## config.mk

```make
export PLATFORM = sky130hd
export DESIGN_NAME = nested_split_dsm
export DESIGN_NICKNAME = d
export VERILOG_FILES = /design/src/rtl/dsm_split_pkg.sv /design/src/rtl/dsm_efm_stage.sv /design/src/rtl/dsm_prbs_dither.sv /design/src/rtl/nested_split_dsm.sv
export SDC_FILE = /design/constraint.sdc
export NUM_CORES = 1
export LEC_CHECK = 0
export BUFFER_PORTS_ARGS = -buffer_cell sky130_fd_sc_hd__buf_2
export CORE_MARGIN = 2
export CORE_UTILIZATION = 55
export DETAILED_ROUTE_END_ITERATION = 16
export PLACE_DENSITY = 0.81
export SYNTH_ARGS = -nofsm -noshare
export SYNTH_HDL_FRONTEND = slang
export SYNTH_HIERARCHICAL = 1
export SYNTH_SLANG_ARGS = --single-unit
```

## constraint.sdc

```tcl
create_clock -name clk -period 17.9 [get_ports clk]
set_input_delay 1.79 -clock clk [delete_from_list [all_inputs] [get_ports clk]]
set_output_delay 1.79 -clock clk [all_outputs]
set_load 0.03 [all_outputs]
```

## src/rtl/dsm_split_pkg.sv

```systemverilog
package dsm_split_pkg;

    typedef enum logic [1:0] {
        CFG_FULL     = 2'd0,
        CFG_SPLIT_O1 = 2'd1,
        CFG_SPLIT_O2 = 2'd2,
        CFG_NESTED   = 2'd3
    } split_cfg_e;

    // Width of every lower-stage output code (input field + 2 guard bits + 4 excursion bits - Q)
    localparam int LOW_YW = 6;

    // Pseudorandom source: 16-bit shift register, feedback from bits 15,13,12,10
    localparam int          PRBS_W    = 16;
    localparam logic [15:0] PRBS_TAPS = 16'hB400;

endpackage

```

## src/rtl/dsm_efm_stage.sv

```systemverilog
module dsm_efm_stage #(
    parameter  int ORDER = 1,
    parameter  int Q     = 4,
    parameter  int W_IN  = 8,
    localparam int W_V   = W_IN + 4,
    localparam int W_Y   = W_V - Q
) (
    input  logic                  clk,
    input  logic                  rst_n,
    input  logic                  en,
    input  logic signed [W_IN-1:0] u,
    output logic signed [W_Y-1:0]  y
);

    typedef struct packed {
        logic [ORDER-1:0][Q-1:0] hist;
    } stage_st_t;

    stage_st_t st_d, st_q;

    logic signed [W_V-1:0] u_ext;
    logic signed [W_V-1:0] fb;
    logic signed [W_V-1:0] v;
    logic signed [W_V-1:0] ez [ORDER];

    assign u_ext = {{4{u[W_IN-1]}}, u};

    for (genvar k = 0; k < ORDER; k++) begin : g_ext
        assign ez[k] = {{(W_V-Q){1'b0}}, st_q.hist[k]};
    end

    // Feedback filter chosen so that the noise transfer is (1 - z^-1)^ORDER
    if (ORDER == 1) begin : g_o1
        assign fb = ez[0];
    end else if (ORDER == 2) begin : g_o2
        assign fb = ez[0] + ez[0] - ez[1];
    end else begin : g_o3
        assign fb = ez[0] + ez[0] + ez[0] - ez[1] - ez[1] - ez[1] + ez[2];
    end

    always_comb begin
        st_d = st_q;
        v    = u_ext + fb;
        y    = v[W_V-1:Q];
        if (en) begin
            st_d.hist[0] = v[Q-1:0];
            for (int k = 1; k < ORDER; k++) begin
                st_d.hist[k] = st_q.hist[k-1];
            end
        end
    end

    always_ff @(posedge clk or negedge rst_n) begin
        if (!rst_n) st_q <= '0;
        else        st_q <= st_d;
    end

    // Excursion of the quantized code above floor(u / 2^Q)
    localparam int EXC_LO = (ORDER == 1) ? 0 : (ORDER == 2) ? 1 : 3;
    localparam int EXC_HI = (ORDER == 1) ? 1 : (ORDER == 2) ? 2 : 4;

    logic signed [W_V-1:0] y_ext;
    logic signed [W_V-1:0] drift;
    assign y_ext = {{Q{y[W_Y-1]}}, y};
    assign drift = y_ext - (u_ext >>> Q);

    p_excursion_r5: assert property (@(posedge clk) disable iff (!rst_n)
        (drift >= -EXC_LO) && (drift <= EXC_HI));

    p_hist_hold_r8: assert property (@(posedge clk) disable iff (!rst_n)
        !en |=> $stable(st_q.hist));

endmodule

```

## src/rtl/dsm_prbs_dither.sv

```systemverilog
module dsm_prbs_dither
    import dsm_split_pkg::*;
#(
    parameter logic [PRBS_W-1:0] SEED = 16'hACE1
) (
    input  logic              clk,
    input  logic              rst_n,
    input  logic              en,
    input  logic              dith_on,
    input  logic              dith_shaped,
    output logic signed [1:0] term
);

    typedef struct packed {
        logic [PRBS_W-1:0] sr;
        logic              prev;
    } prbs_st_t;

    prbs_st_t st_d, st_q;
    logic     d_now;

    always_comb begin
        st_d  = st_q;
        d_now = st_q.sr[PRBS_W-1];
        if (en) begin
            st_d.sr   = {st_q.sr[PRBS_W-2:0], ^(st_q.sr & PRBS_TAPS)};
            st_d.prev = d_now;
        end
        if (!dith_on)         term = 2'sd0;
        else if (dith_shaped) term = {1'b0, d_now} - {1'b0, st_q.prev};
        else                  term = {1'b0, d_now};
    end

    always_ff @(posedge clk or negedge rst_n) begin
        if (!rst_n) st_q <= '{sr: SEED, prev: 1'b0};
        else        st_q <= st_d;
    end

    p_prbs_live_r6: assert property (@(posedge clk) disable iff (!rst_n)
        st_q.sr != '0);

    p_prbs_hold_r8: assert property (@(posedge clk) disable iff (!rst_n)
        !en |=> $stable(st_q.sr));

    p_dither_off_r7: assert property (@(posedge clk) disable iff (!rst_n)
        !dith_on |-> term == 2'sd0);

endmodule

```

## src/rtl/nested_split_dsm.sv

```systemverilog
module nested_split_dsm
    import dsm_split_pkg::*;
#(
    parameter  int                W_HI    = 7,
    parameter  int                W_MID   = 7,
    parameter  int                W_LO    = 6,
    parameter  int                W_TRUNC = 3,
    parameter  logic [PRBS_W-1:0] SEED    = 16'hACE1,
    localparam int                W_X     = W_HI + W_MID + W_LO,
    localparam int                W_OUT   = W_HI - W_TRUNC + 6
) (
    input  logic                    clk,
    input  logic                    rst_n,
    input  logic                    en,
    input  logic [1:0]              cfg,
    input  logic                    dith_on,
    input  logic                    dith_shaped,
    input  logic [W_X-1:0]          x,
    output logic signed [W_OUT-1:0] y
);

    localparam int W_LL  = W_MID + W_LO;
    localparam int SHIFT = W_TRUNC + W_LL;

    split_cfg_e cfg_e;
    assign cfg_e = split_cfg_e'(cfg);

    // ---------------- dither source ----------------
    logic signed [1:0] dt;

    dsm_prbs_dither #(.SEED(SEED)) u_dither (
        .clk        (clk),
        .rst_n      (rst_n),
        .en         (en),
        .dith_on    (dith_on),
        .dith_shaped(dith_shaped),
        .term       (dt)
    );

    // ---------------- nested lower chain ----------------
    logic signed [W_LO+1:0]  u_lo;
    logic signed [LOW_YW-1:0] y1n;
    logic signed [W_MID+1:0] u_mid;
    logic signed [LOW_YW-1:0] y2n;

    assign u_lo = $signed({2'b00, x[W_LO-1:0]}) + $signed({{W_LO{dt[1]}}, dt});

    dsm_efm_stage #(.ORDER(1), .Q(W_LO), .W_IN(W_LO+2)) u_n1 (
        .clk(clk), .rst_n(rst_n), .en(en), .u(u_lo), .y(y1n)
    );

    assign u_mid = $signed({2'b00, x[W_LL-1:W_LO]})
                 + $signed({{(W_MID-4){y1n[LOW_YW-1]}}, y1n});

    dsm_efm_stage #(.ORDER(2), .Q(W_MID), .W_IN(W_MID+2)) u_n2 (
        .clk(clk), .rst_n(rst_n), .en(en), .u(u_mid), .y(y2n)
    );

    // ---------------- two-field lower stages ----------------
    logic signed [W_LL+1:0]   u_wide;
    logic signed [LOW_YW-1:0] y1w;
    logic signed [LOW_YW-1:0] y2w;

    assign u_wide = $signed({2'b00, x[W_LL-1:0]}) + $signed({{W_LL{dt[1]}}, dt});

    dsm_efm_stage #(.ORDER(1), .Q(W_LL), .W_IN(W_LL+2)) u_w1 (
        .clk(clk), .rst_n(rst_n), .en(en), .u(u_wide), .y(y1w)
    );

    dsm_efm_stage #(.ORDER(2), .Q(W_LL), .W_IN(W_LL+2)) u_w2 (
        .clk(clk), .rst_n(rst_n), .en(en), .u(u_wide), .y(y2w)
    );

    // ---------------- recombination and final third-order stage ----------------
    logic signed [LOW_YW-1:0] y_low;
    logic signed [W_HI+1:0]   u_top;
    logic signed [W_OUT-1:0]  y_split;

    always_comb begin
        case (cfg_e)
            CFG_SPLIT_O1: y_low = y1w;
            CFG_SPLIT_O2: y_low = y2w;
            CFG_NESTED:   y_low = y2n;
            default:      y_low = '0;
        endcase
    end

    assign u_top = $signed({2'b00, x[W_X-1:W_LL]})
                 + $signed({{(W_HI-4){y_low[LOW_YW-1]}}, y_low});

    dsm_efm_stage #(.ORDER(3), .Q(W_TRUNC), .W_IN(W_HI+2)) u_top3 (
        .clk(clk), .rst_n(rst_n), .en(en), .u(u_top), .y(y_split)
    );

    // ---------------- conventional full-width path ----------------
    logic signed [W_X+1:0]   u_full;
    logic signed [W_OUT-1:0] y_full;

    assign u_full = $signed({2'b00, x}) + $signed({{W_X{dt[1]}}, dt});

    dsm_efm_stage #(.ORDER(3), .Q(SHIFT), .W_IN(W_X+2)) u_full3 (
        .clk(clk), .rst_n(rst_n), .en(en), .u(u_full), .y(y_full)
    );

    // ---------------- output register ----------------
    typedef struct packed {
        logic signed [W_OUT-1:0] y;
    } out_st_t;

    out_st_t out_d, out_q;

    always_comb begin
        out_d = out_q;
        if (en) out_d.y = (cfg_e == CFG_FULL) ? y_full : y_split;
    end

    always_ff @(posedge clk or negedge rst_n) begin
        if (!rst_n) out_q <= '0;
        else        out_q <= out_d;
    end

    assign y = out_q.y;

    p_nest_o1_range_r5: assert property (@(posedge clk) disable iff (!rst_n)
        (y1n >= -1) && (y1n <= 2));

    p_nest_o2_range_r5: assert property (@(posedge clk) disable iff (!rst_n)
        (y2n >= -2) && (y2n <= 3));

    p_out_hold_r8: assert property (@(posedge clk) disable iff (!rst_n)
        !en |=> $stable(y));

endmodule

```

==> impl_metrics.json <==
{
  "status": "completed",
  "tritoncts": "done",
  "drt_wl_total_um": 33100,
  "antenna_found_initial": 0,
  "cp.required_ps": 18240,
  "grt_pass1_wl_um": 57000,
  "cts_sinks": 143,
  "cp_slowest_cell": "fa_1",
  "fp-row-count": 60,
  "synth_largest_area_cell": "dfrtp_1",
  "finalSetupViolations": 0,
  "tightest_slew_ps": 1040,
  "die_area_mm2": 0.0288,
  "multiInputGateArea_mm2": 0.0103,
  "insertion_delay_ps": 430,
  "die_h_um": 170,
  "fmax_mhz": 98.5,
  "grt_setup_unrepaired": "no",
  "clock_skew_ps": 9.78,
  "arrival_ps": 10490,
  "syn-num-nets": 1920,
  "num_vias": 11900,
  "antenna_left": 0,
  "r2r_start": "u_dither/d_now",
  "cts-resized-gates": 0,
  "grt_overflow": 0,
  "n_antenna_cell": 0,
  "seqCellArea_mm2": 0.00359,
  "fillers": 2274,
  "cp_slowest_stage_delay_ps": 410,
  "synth_edf_count": 0,
  "syn_inst": 1658,
  "path_max_fanout": 32,
  "gp_congestion": 0.882,
  "crit_path_end_kind": "flip-flop",
  "drcViolationCount": 0,
  "yosysSeqAreaShare": 0.238,
  "cts_max_path_buffers": 2,
  "async_reset_ff_frac": 1.00,
  "max_cap_viol_count": 0,
  "die_w_um": 170,
  "final_util": 0.587,
  "synthTopCellsByArea": "dfrtp_1 22%, ha_1 15%, fa_1 6.5%, xnor2_1 5.0%, inv_1 4.3%",
  "portBuffers": 36,
  "hp-class": "flip-flop to flip-flop",
  "post-route-period-util": 0.567,
  "syn_area_per_cell_um2": 9.10,
  "via_per_inst": 5.96,
  "wl_per_cell_um": 16.6,
  "synth_cell_types": 103,
  "area.growth.synth_to_final_pct": 4.86,
  "clockRootBuffer": "clkbuf_16",
  "drt-initial-drc-count": 776,
  "hold_viol": 0,
  "finalSetupTns_ps": 0,
  "grt_pass1_vias": 11800,
  "slew_viol_final": 0,
  "core_area_mm2": 0.0270,
  "dp_hpwl_um": 25200,
  "yosys.area.top_type_share": 0.224,
  "crit_path_start_kind": "primary input",
  "layout-drive-gt1-share": 0.121,
  "grt_max_degree": 101,
  "clk_pin_slew_worst_paths_ps": 60,
  "gr-usage-all-layers": 0.241,
  "slew_headroom": 0.308,
  "ys_warn_count": 6,
  "yosys_most_used_dff": "dfrtp_1",
  "dr.pass1.iters": 5,
  "critical_path_class": "primary input to flip-flop",
  "synth_area_mm2": 0.0151,
  "num-nets-final": 1900,
  "post-cts-setup-buffer-count": 0,
  "holdWs_ps": 480,
  "cts_buffers": 17,
  "finalCriticalPeriod_ps": 10150,
  "startpoint": "dith_shaped",
  "synthTopCellsByCount": "186 x ha_1, 174 x inv_1, 135 x dfrtp_1, 117 x nand2_1, 105 x o21ai_0",
  "htree_levels": 4,
  "ys_ff_latch": 143,
  "ios": 37,
  "initial_utilization": 0.560,
  "hold_buffers": 0,
  "hold_start": "u_full3/ez[54]",
  "yosysMostFrequentCell": "ha_1"
}
-- per-layer routing --
metal	track usage	vias to the layer above	wire (um)
li1	-	5809	-
met1	0.318	5748	15300
met2	0.411	264	15800
met3	0.0326	55	1160
met4	0.0780	0	846
met5	0	-	0
-- cell type report --
class | instances | area share
clock buffers | 21 | 0.0285
repair buffers | 41 | 0.0145
well taps | 341 | 0.0270
inverters | 175 | 0.0415
clock inverters | 11 | 0.00838
flip-flops and latches | 143 | 0.227
multi-input cells | 1260 | 0.653
-- registers in the layout, summed over array words and instances, names as in the netlist --
name and flops:
u_full3/ez 48, u_w2/ez 26, u_dither/st_q 16, u_n2/ez 14, u_w1/st_q 13, y 10, u_top3/ez 9, u_n1/st_q 6
u_dither/d_now 1
-- cell families (layout without fill, tap and decap cells) --
group,Yosys count,after routing,share of synthesized area
AO/OA/AOI/OAI,473,473,0.222
XOR/XNOR,131,131,0.0760
adder cells (fa/ha/maj),235,235,0.219
buffers and inverters,255,248,0.0771
flip-flops,143,143,0.238
multiplexers,74,74,0.0556
AND/OR/NAND/NOR,347,347,0.113
-- per-stage QoR --
stage	cell area [um^2]	worst slack (ps)	std cells
floorplan	15100	8000	1658
global route	15800	7090	1992
finish	15800	7750	1992
detailed placement	15200	7480	1960
CTS	15800	7890	1992
global placement	15200	7730	1960
-- worst max-delay path, delay by kind of cell --
family / cells / cell delay [ps]
AND/OR/NAND/NOR: 5 / 750
XOR/XNOR: 4 / 880
adder cells (fa/ha/maj): 8 / 2500
AO/OA/AOI/OAI: 18 / 3660
buffers and inverters: 3 / 520
multiplexers: 2 / 340
-- placed cells by master (no fill, tap or decap), types with 23 or more instances in the layout --
cell	n
nor3_1	26
nor2_1	75
o21ai_0	105
dfrtp_1	135
a21oi_1	104
xnor2_1	87
fa_1	49
buf_2	34
a21o_1	53
xor2_1	44
o21a_1	23
nand2_1	117
inv_1	174
mux2_2	51
ha_1	186
-- worst paths after layout --
check | to | slack, ps | depth (start not counted)
min in group asynchronous | u_dither/st_q[4] | 1380 | 1
max in group asynchronous | u_w1/st_q[6] | 15150 | 2
min | u_full3/ez[28] | 480 | 2
min reg2reg | u_full3/ez[28] | 480 | 2
max reg2reg | y[8] | 8450 | 43
max | y[8] | 7750 | 40
Power is not shown: default switching activity piles up to over one toggle a cycle in this logic, so the estimate is an artifact.
